[src/rtl/uart_mm_pkg.sv]
package uart_mm_pkg;
   localparam int unsigned OFS_DATA = 0;
   localparam int unsigned OFS_STAT = 4;
   localparam int unsigned OFS_CTRL = 8;
   localparam int unsigned OFS_EVNT = 12;
   localparam int unsigned OFS_BAUD = 16;

   // control bits, bit 0 at the bottom
   typedef struct packed {
      logic rxo_ie;
      logic txo_ie;
      logic rx_ie;
      logic tx_ie;
      logic rx_en;
      logic tx_en;
   } ctrl_t;

   // event flags, bit 0 at the bottom
   typedef struct packed {
      logic rx_ovr;
      logic tx_ovr;
      logic rx;
      logic tx;
   } evnt_t;
endpackage

[src/rtl/uart_tx_shift.sv]
module uart_tx_shift #(
   parameter int DIV_W     = 21,
   parameter int DATA_BITS = 8
) (
   input  logic                 clk,
   input  logic                 rst_n,
   input  logic [DIV_W-1:0]     div,
   input  logic                 load,
   input  logic [DATA_BITS-1:0] load_byte,
   output logic                 busy,
   output logic                 txd
);
   localparam int FRAME = DATA_BITS + 2;
   localparam int CNT_W = $clog2(FRAME + 1);

   logic [DATA_BITS:0] shreg_q;
   logic [CNT_W-1:0]   left_q;
   logic [DIV_W-1:0]   tick_q;

   always_ff @(posedge clk or negedge rst_n) begin
      if (!rst_n) begin
         shreg_q <= '1;
         left_q  <= '0;
         tick_q  <= '0;
         busy    <= 1'b0;
         txd     <= 1'b1;
      end else if (!busy) begin
         if (load) begin
            shreg_q <= {1'b1, load_byte};
            left_q  <= CNT_W'(FRAME - 1);
            tick_q  <= div - 1'b1;
            busy    <= 1'b1;
            txd     <= 1'b0;
         end
      end else if (tick_q != '0) begin
         tick_q <= tick_q - 1'b1;
      end else if (left_q == '0) begin
         busy <= 1'b0;
         txd  <= 1'b1;
      end else begin
         txd     <= shreg_q[0];
         shreg_q <= {1'b1, shreg_q[DATA_BITS:1]};
         left_q  <= left_q - 1'b1;
         tick_q  <= div - 1'b1;
      end
   end

   a_r3_idle_high : assert property (@(posedge clk) disable iff (!rst_n)
      !busy |-> txd);
   a_r3_start_low : assert property (@(posedge clk) disable iff (!rst_n)
      (load && !busy) |=> (busy && !txd));
endmodule

[src/rtl/uart_rx_sample.sv]
module uart_rx_sample #(
   parameter int DIV_W       = 21,
   parameter int DATA_BITS   = 8,
   parameter int SYNC_STAGES = 2
) (
   input  logic                 clk,
   input  logic                 rst_n,
   input  logic                 en,
   input  logic [DIV_W-1:0]     div,
   input  logic                 rxd_async,
   output logic                 done,
   output logic [DATA_BITS-1:0] data
);
   localparam int IDX_W = (DATA_BITS > 1) ? $clog2(DATA_BITS) : 1;

   typedef enum logic [1:0] {S_IDLE, S_START, S_DATA, S_STOP} rx_st_t;

   logic [SYNC_STAGES-1:0] sync_q;
   logic                   rxs;
   rx_st_t                 st_q;
   logic [DIV_W-1:0]       tick_q;
   logic [IDX_W-1:0]       idx_q;
   logic [DATA_BITS-1:0]   shreg_q;

   generate
      if (SYNC_STAGES < 2) begin : g_bad_sync
         $error("uart_rx_sample: SYNC_STAGES must be at least 2");
      end
      for (genvar s = 0; s < SYNC_STAGES; s++) begin : g_sync
         always_ff @(posedge clk or negedge rst_n) begin
            if (!rst_n) sync_q[s] <= 1'b1;
            else        sync_q[s] <= (s == 0) ? rxd_async : sync_q[(s == 0) ? 0 : s-1];
         end
      end
   endgenerate
   assign rxs = sync_q[SYNC_STAGES-1];

   always_ff @(posedge clk or negedge rst_n) begin
      if (!rst_n) begin
         st_q    <= S_IDLE;
         tick_q  <= '0;
         idx_q   <= '0;
         shreg_q <= '0;
         data    <= '0;
         done    <= 1'b0;
      end else begin
         done <= 1'b0;
         if (!en) begin
            st_q <= S_IDLE;
         end else if (st_q == S_IDLE) begin
            if (!rxs) begin
               st_q   <= S_START;
               tick_q <= (div >> 1) - 1'b1;
            end
         end else if (tick_q != '0) begin
            tick_q <= tick_q - 1'b1;
         end else begin
            tick_q <= div - 1'b1;
            case (st_q)
               S_START: begin
                  idx_q <= '0;
                  st_q  <= rxs ? S_IDLE : S_DATA;
               end
               S_DATA: begin
                  shreg_q <= {rxs, shreg_q[DATA_BITS-1:1]};
                  if (idx_q == IDX_W'(DATA_BITS - 1)) st_q <= S_STOP;
                  else                                 idx_q <= idx_q + 1'b1;
               end
               default: begin
                  st_q <= S_IDLE;
                  if (rxs) begin
                     done <= 1'b1;
                     data <= shreg_q;
                  end
               end
            endcase
         end
      end
   end

   a_r6_done_single : assert property (@(posedge clk) disable iff (!rst_n)
      done |=> !done);
   a_r9_quiet_when_off : assert property (@(posedge clk) disable iff (!rst_n)
      !en |=> !done);
endmodule

[src/rtl/mmio_uart.sv]
module mmio_uart #(
   parameter int DIV_W       = 21,
   parameter int DIV_MIN     = 16,
   parameter int DATA_BITS   = 8,
   parameter int ADDR_W      = 5,
   parameter int BUS_W       = 32,
   parameter int SYNC_STAGES = 2
) (
   input  logic              clk,
   input  logic              rst_n,
   input  logic              bus_sel,
   input  logic              bus_write,
   input  logic [ADDR_W-1:0] bus_addr,
   input  logic [BUS_W-1:0]  bus_wdata,
   output logic [BUS_W-1:0]  bus_rdata,
   output logic              ser_tx,
   input  logic              ser_rx,
   output logic              irq_rx,
   output logic              irq_tx,
   output logic              irq_ovr,
   output logic              irq_any
);
   import uart_mm_pkg::*;

   localparam logic [DIV_W-1:0] DIV_FLOOR = DIV_W'(DIV_MIN);
   localparam int CTRL_W = $bits(ctrl_t);
   localparam int EVNT_W = $bits(evnt_t);

   generate
      if (DIV_MIN < 4 || DIV_MIN >= (1 << DIV_W)) begin : g_bad_div
         $error("mmio_uart: DIV_MIN out of range for DIV_W");
      end
      if (BUS_W < DIV_W || BUS_W < DATA_BITS || BUS_W < CTRL_W) begin : g_bad_bus
         $error("mmio_uart: BUS_W too narrow");
      end
      if ((1 << ADDR_W) <= OFS_BAUD) begin : g_bad_addr
         $error("mmio_uart: ADDR_W too narrow for the register map");
      end
   endgenerate

   ctrl_t                ctrl_q;
   evnt_t                evnt_q, evnt_set, evnt_clr;
   logic [DIV_W-1:0]     div_q, div_wr;
   logic [DATA_BITS-1:0] hold_q, rx_q, rx_data;
   logic                 hold_full_q, rx_full_q;
   logic                 tx_busy, tx_load, rx_done;
   logic                 wr_data, wr_ctrl, wr_evnt, wr_baud, rd_data;
   logic                 rx_accept, rx_ovr_set, tx_ovr_set;

   assign wr_data = bus_sel && bus_write  && (bus_addr == ADDR_W'(OFS_DATA));
   assign wr_ctrl = bus_sel && bus_write  && (bus_addr == ADDR_W'(OFS_CTRL));
   assign wr_evnt = bus_sel && bus_write  && (bus_addr == ADDR_W'(OFS_EVNT));
   assign wr_baud = bus_sel && bus_write  && (bus_addr == ADDR_W'(OFS_BAUD));
   assign rd_data = bus_sel && !bus_write && (bus_addr == ADDR_W'(OFS_DATA));

   assign tx_load    = ctrl_q.tx_en && hold_full_q && !tx_busy;
   assign tx_ovr_set = wr_data && hold_full_q && !tx_load;
   assign rx_accept  = rx_done && (!rx_full_q || rd_data);
   assign rx_ovr_set = rx_done && rx_full_q && !rd_data;
   assign evnt_set   = '{rx_ovr: rx_ovr_set, tx_ovr: tx_ovr_set, rx: rx_accept, tx: tx_load};
   assign evnt_clr   = wr_evnt ? evnt_t'(bus_wdata[EVNT_W-1:0]) : '0;
   assign div_wr     = bus_wdata[DIV_W-1:0];

   uart_tx_shift #(.DIV_W(DIV_W), .DATA_BITS(DATA_BITS)) u_tx (
      .clk(clk), .rst_n(rst_n), .div(div_q), .load(tx_load),
      .load_byte(hold_q), .busy(tx_busy), .txd(ser_tx));

   uart_rx_sample #(.DIV_W(DIV_W), .DATA_BITS(DATA_BITS), .SYNC_STAGES(SYNC_STAGES)) u_rx (
      .clk(clk), .rst_n(rst_n), .en(ctrl_q.rx_en), .div(div_q),
      .rxd_async(ser_rx), .done(rx_done), .data(rx_data));

   always_ff @(posedge clk or negedge rst_n) begin
      if (!rst_n) begin
         ctrl_q      <= '0;
         evnt_q      <= '0;
         div_q       <= DIV_FLOOR;
         hold_q      <= '0;
         hold_full_q <= 1'b0;
         rx_q        <= '0;
         rx_full_q   <= 1'b0;
      end else begin
         evnt_q <= (evnt_q & ~evnt_clr) | evnt_set;
         if (wr_ctrl) ctrl_q <= ctrl_t'(bus_wdata[CTRL_W-1:0]);
         if (wr_baud) div_q  <= (div_wr < DIV_FLOOR) ? DIV_FLOOR : div_wr;
         if (wr_data && (!hold_full_q || tx_load)) begin
            hold_q      <= bus_wdata[DATA_BITS-1:0];
            hold_full_q <= 1'b1;
         end else if (tx_load) begin
            hold_full_q <= 1'b0;
         end
         if (rx_accept) begin
            rx_q      <= rx_data;
            rx_full_q <= 1'b1;
         end else if (rd_data) begin
            rx_full_q <= 1'b0;
         end
      end
   end

   always_comb begin
      bus_rdata = '0;
      case (bus_addr)
         ADDR_W'(OFS_DATA): bus_rdata = BUS_W'(rx_q);
         ADDR_W'(OFS_STAT): bus_rdata = BUS_W'({evnt_q.rx_ovr, evnt_q.tx_ovr, rx_full_q, hold_full_q});
         ADDR_W'(OFS_CTRL): bus_rdata = BUS_W'(ctrl_q);
         ADDR_W'(OFS_EVNT): bus_rdata = BUS_W'(evnt_q);
         ADDR_W'(OFS_BAUD): bus_rdata = BUS_W'(div_q);
         default:           bus_rdata = '0;
      endcase
   end

   assign irq_tx  = evnt_q.tx && ctrl_q.tx_ie;
   assign irq_rx  = evnt_q.rx && ctrl_q.rx_ie;
   assign irq_ovr = (evnt_q.tx_ovr && ctrl_q.txo_ie) || (evnt_q.rx_ovr && ctrl_q.rxo_ie);
   assign irq_any = irq_tx || irq_rx || irq_ovr;

   a_r2_div_floor : assert property (@(posedge clk) disable iff (!rst_n)
      div_q >= DIV_FLOOR);
   a_r4_drop_write : assert property (@(posedge clk) disable iff (!rst_n)
      (wr_data && hold_full_q && !tx_busy == 1'b0) |=> (hold_q == $past(hold_q)) && evnt_q.tx_ovr);
   a_r5_load_flag : assert property (@(posedge clk) disable iff (!rst_n)
      tx_load |=> evnt_q.tx && tx_busy);
   a_r7_read_clears : assert property (@(posedge clk) disable iff (!rst_n)
      (rd_data && !rx_done) |=> !rx_full_q);
   a_r8_keep_first : assert property (@(posedge clk) disable iff (!rst_n)
      (rx_done && rx_full_q && !rd_data) |=> evnt_q.rx_ovr && $stable(rx_q));
endmodule

[config.mk]
export PLATFORM = sky130hd
export DESIGN_NAME = mmio_uart
export DESIGN_NICKNAME = d
export VERILOG_FILES = /design/src/rtl/uart_mm_pkg.sv /design/src/rtl/uart_tx_shift.sv /design/src/rtl/uart_rx_sample.sv /design/src/rtl/mmio_uart.sv
export SDC_FILE = /design/constraint.sdc
export NUM_CORES = 1
export LEC_CHECK = 0
export BUFFER_PORTS_ARGS = -buffer_cell sky130_fd_sc_hd__buf_2
export CORE_MARGIN = 2
export CORE_UTILIZATION = 60
export CTS_CLUSTER_SIZE = 20
export DETAILED_ROUTE_END_ITERATION = 6
export GPL_TIMING_DRIVEN = 0
export PLACE_DENSITY_LB_ADDON = 0.1
export SETUP_SLACK_MARGIN = 0.1
export SLEW_MARGIN = 20
export SYNTH_ARGS = -nofsm -noshare
export SYNTH_HDL_FRONTEND = slang
export SYNTH_SLANG_ARGS = --single-unit
export TNS_END_PERCENT = 5
[constraint.sdc]
create_clock -name clk -period 3.6 [get_ports clk]
set_clock_uncertainty 0.2 [all_clocks]
set_input_delay 0.36 -clock clk [delete_from_list [all_inputs] [get_ports clk]]
set_output_delay 0.36 -clock clk [all_outputs]
set_load 0.01 [all_outputs]
==> impl_metrics.py <==
metrics = {
    "global_routing": {
        "gr-usage-all-layers": 0.333,
        "grt_max_degree": 78,
        "first_global_vias": 6742,
        "grt_antenna_before_repair": 0,
        "grt_first_pass_wirelength_um": 34300,
        "total_grt_overflow": 0,
    },
    "logic_synthesis": {
        "synthTopCellsByCount": "140 x sky130_fd_sc_hd__nand2_1, 117 x sky130_fd_sc_hd__dfrtp_1, 66 x sky130_fd_sc_hd__o21ai_0",
        "synth_top_area_share": 0.388,
        "syn_area_per_cell_sq_um": 8.89,
        "async_reset_ff_frac": 1.00,
        "synth.top_cells.by_area": "sky130_fd_sc_hd__dfrtp_1 39%, sky130_fd_sc_hd__nand2_1 7.0%, sky130_fd_sc_hd__mux2_2 6.3%",
        "synth_cells": 849,
        "synthesis.area_sq_mm": 0.00755,
        "ys_ff_latch": 129,
        "number_of_distinct_library_cells_after_synthesis": 66,
        "yosys.cell_count.top_type": "sky130_fd_sc_hd__nand2_1",
        "yosysWarnings": 0,
        "yosys_most_used_dff": "sky130_fd_sc_hd__dfrtp_1",
        "yosysSeqAreaShare": 0.429,
        "synthDominantAreaCellType": "sky130_fd_sc_hd__dfrtp_1",
        "synth_edf_count": 0,
    },
    "worst_setup_path": {
        "timing.reg2reg.worst_path_depth": 9,
        "cp_max_fo": 7,
        "endpoint": "u_rx.tick_q[17]",
        "worst_setup_ep_type": "flop",
        "cp-start-kind": "flop",
        "worst-endpoint-arrival_ps": 3570,
        "reg2reg_setup_slack_ps": 200,
        "r2r_end": "u_rx.tick_q[17]",
        "crit_path_start": "div_q[2]",
        "worstSetupPathType": "reg -> reg",
        "worst-endpoint-required_ps": 3770,
        "r2r-start": "div_q[2]",
    },
    "drt": {
        "ant_nets": 0,
        "drt-initial-drc-count": 667,
        "vias": 7097,
        "drt_pass1_iterations": 7,
        "detail_route.wirelength_um": 21800,
        "viasPerCell": 6.27,
        "wire_per_inst_um": 19.2,
        "drt_drc_violations_left": 0,
    },
    "floorplanning": {
        "initial_core_util": 0.621,
        "core-area_sq_mm": 0.0122,
        "row_count": 40,
        "die_x_um": 116,
        "die_area_sq_mm": 0.0135,
        "fp.dieH_um": 116,
        "io-pin-count": 79,
    },
    "finish": {
        "layout-drive-gt1-share": 0.183,
        "area_growth_pct": 17.2,
        "post-route-cell-area_sq_mm": 0.00885,
        "num-nets-final": 1007,
        "antenna-diode-count": 0,
    },
    "pwr": {
        "power.density_cell_area_mw_per_mm2": 627,
        "worst_ir_drop_vdd_v": 0.000383,
        "p_leak_nw": 4.09,
    },
    "timing": {
        "max_slew.worst_pin.slew_ps": 913,
        "final_period_minus_worst_setup_slack_ps": 3400,
        "slew_headroom": 0.385,
        "fin_crit_sh": 0.946,
        "worst_setup_slack_after_layout_ps": 195,
        "timing_hold_violations_final": 0,
        "max_freq_mhz": 294,
        "number_of_pins_with_negative_max_slew_slack_in_the_final_report": 0,
        "grt_setup_unrepaired": "true",
        "setup_tns_ps": 0,
        "report.final.setup_viol": 0,
        "hold_slack_ps": 11.4,
    },
    "clock_tree": {
        "cts_tree": "done",
        "ctsRootBufferMaster": "sky130_fd_sc_hd__clkbuf_16",
        "worst_setup_hold_path_clk_slew_ps": 70,
        "cts.path.max_buffers": 2,
        "clock_insertion_delay_worst_skew_ps": 440,
        "cts_sinks": 129,
        "htree_num_levels": 4,
        "tritoncts.num_buffers": 17,
    },
    "placement": {
        "gpl.final_weighted_congestion": 0.951,
        "pre_cts_ws_ps": 233,
        "hpwlAfterDp_um": 15200,
        "port_buffers": 56,
        "postPlaceCellArea_sq_mm": 0.00812,
    },
    "min_path": {
        "hold_wc_path_type": "in -> reg",
        "holdPathStages": 2,
    },
    "outcome": {
        "outcome": "completed",
    },
    "run": {
        "maxCapViolations": 0,
    },
}
## cells in the final DEF, fill, tap and decap left out, drive strengths merged, types with 5 or more instances in the layout
cell type,count
a31oi,10
nor2,57
buf,76
a22o,13
and2,17
mux2i,9
and3,6
conb,11
nand2b,7
dlygate4sd3,16
o22a,5
a21oi,45
nand4,7
nand3,14
inv,29
o21ai,67
dfrtp,117
nand2,140
nor3b,5
mux2,42
a211oi,5
dfstp,12
nor4,26
clkbuf,57
xor2,20
nor3,37
xnor2,18
ha,14
or3,7
o31ai,5
a22oi,10
## repair_timing
action                     CTS  global route
hold buffers                16             0
hold endpoints to repair    67             0
resized for setup            0             2
setup endpoints to repair    0            16
setup buffers                0             0
## cell type report
class,instances,area [sq um]
buffer,58,282
clock buffer,18,439
clock inverter,14,120
fill,907,3310
inverter,22,82.6
multi-input combinational,650,3990
sequential,129,3240
tap,168,210
timing repair buffer,73,478
## metal layers
layer,routed length [um],vias up,track usage
met5,0,-,0
met4,767,0,0.128
met3,2070,60,0.0690
met2,9800,428,0.519
met1,9120,3393,0.463
li1,-,3216,-
## critical path: stages, from the launching register on
cell	delay (ps)
sky130_fd_sc_hd__dfrtp_1	450
sky130_fd_sc_hd__inv_1	130
sky130_fd_sc_hd__ha_1	230
sky130_fd_sc_hd__or3b_2	510
sky130_fd_sc_hd__or4b_1	520
sky130_fd_sc_hd__buf_2	190
sky130_fd_sc_hd__or4_4	460
sky130_fd_sc_hd__a211o_1	310
sky130_fd_sc_hd__a31oi_1	200
sky130_fd_sc_hd__nand2b_1	140
## metrics by stage
step | total power, W | util | std cells
2_1_floorplan | 0.00327 | - | 859
3_3_place_gp | 0.00374 | 0.664 | 1083
3_5_place_dp | 0.00380 | 0.667 | 1084
4_1_cts | 0.00547 | 0.727 | 1132
5_1_grt | 0.00582 | 0.728 | 1132
6_report | 0.00555 | 0.728 | 1132
## state kept, by name (all words and copies together), names as in the netlist
register      cells
u_tx.tick_q      21
hold_q            8
u_rx.done         1
u_tx.left_q       4
u_rx.rxs          1
u_rx.shreg_q      8
u_rx.data         8
hold_full_q       1
u_rx.sync_q       1
u_tx.busy         1
u_tx.txd          1
u_tx.shreg_q      8
rx_q              8
rx_full_q         1
u_rx.idx_q        3
u_rx.st_q         2
ctrl_q            6
u_rx.tick_q      21
div_q            21
evnt_q            4
## cells by family after synthesis
logic type,share of synthesized area
AO/OA/AOI/OAI,0.158
XOR/XNOR,0.0441
other,0.000497
adder cells (fa/ha/maj),0.0232
flip-flops,0.429
multiplexers,0.0746
AND/OR/NAND/NOR,0.222
buffers and inverters,0.0482
## how the worst min path moves through the flow
stage | slack (ps) | end | from
floorplan | -140 | ctrl_q[0] | rst_n
global placement | 150 | u_rx.rxs | u_rx.sync_q[0]
detailed placement | 90 | u_rx.tick_q[20] | rst_n
CTS | 7 | div_q[3] | bus_wdata[3]
global route | 20 | div_q[6] | bus_wdata[6]
finish | 10 | div_q[3] | bus_wdata[3]
## power breakdown
| part | switching (W) | internal, W | total, W | leakage [nW] |
|---|---|---|---|---|
| Sequential | 0.000366 | 0.00178 | 0.00215 | 1.65 |
| Combinational | 0.00111 | 0.000645 | 0.00175 | 2.17 |
| Clock | 0.000732 | 0.000918 | 0.00165 | 0.268 |
| Total | 0.00221 | 0.00334 | 0.00555 | 4.09 |
(Power assumes the default switching activity.)
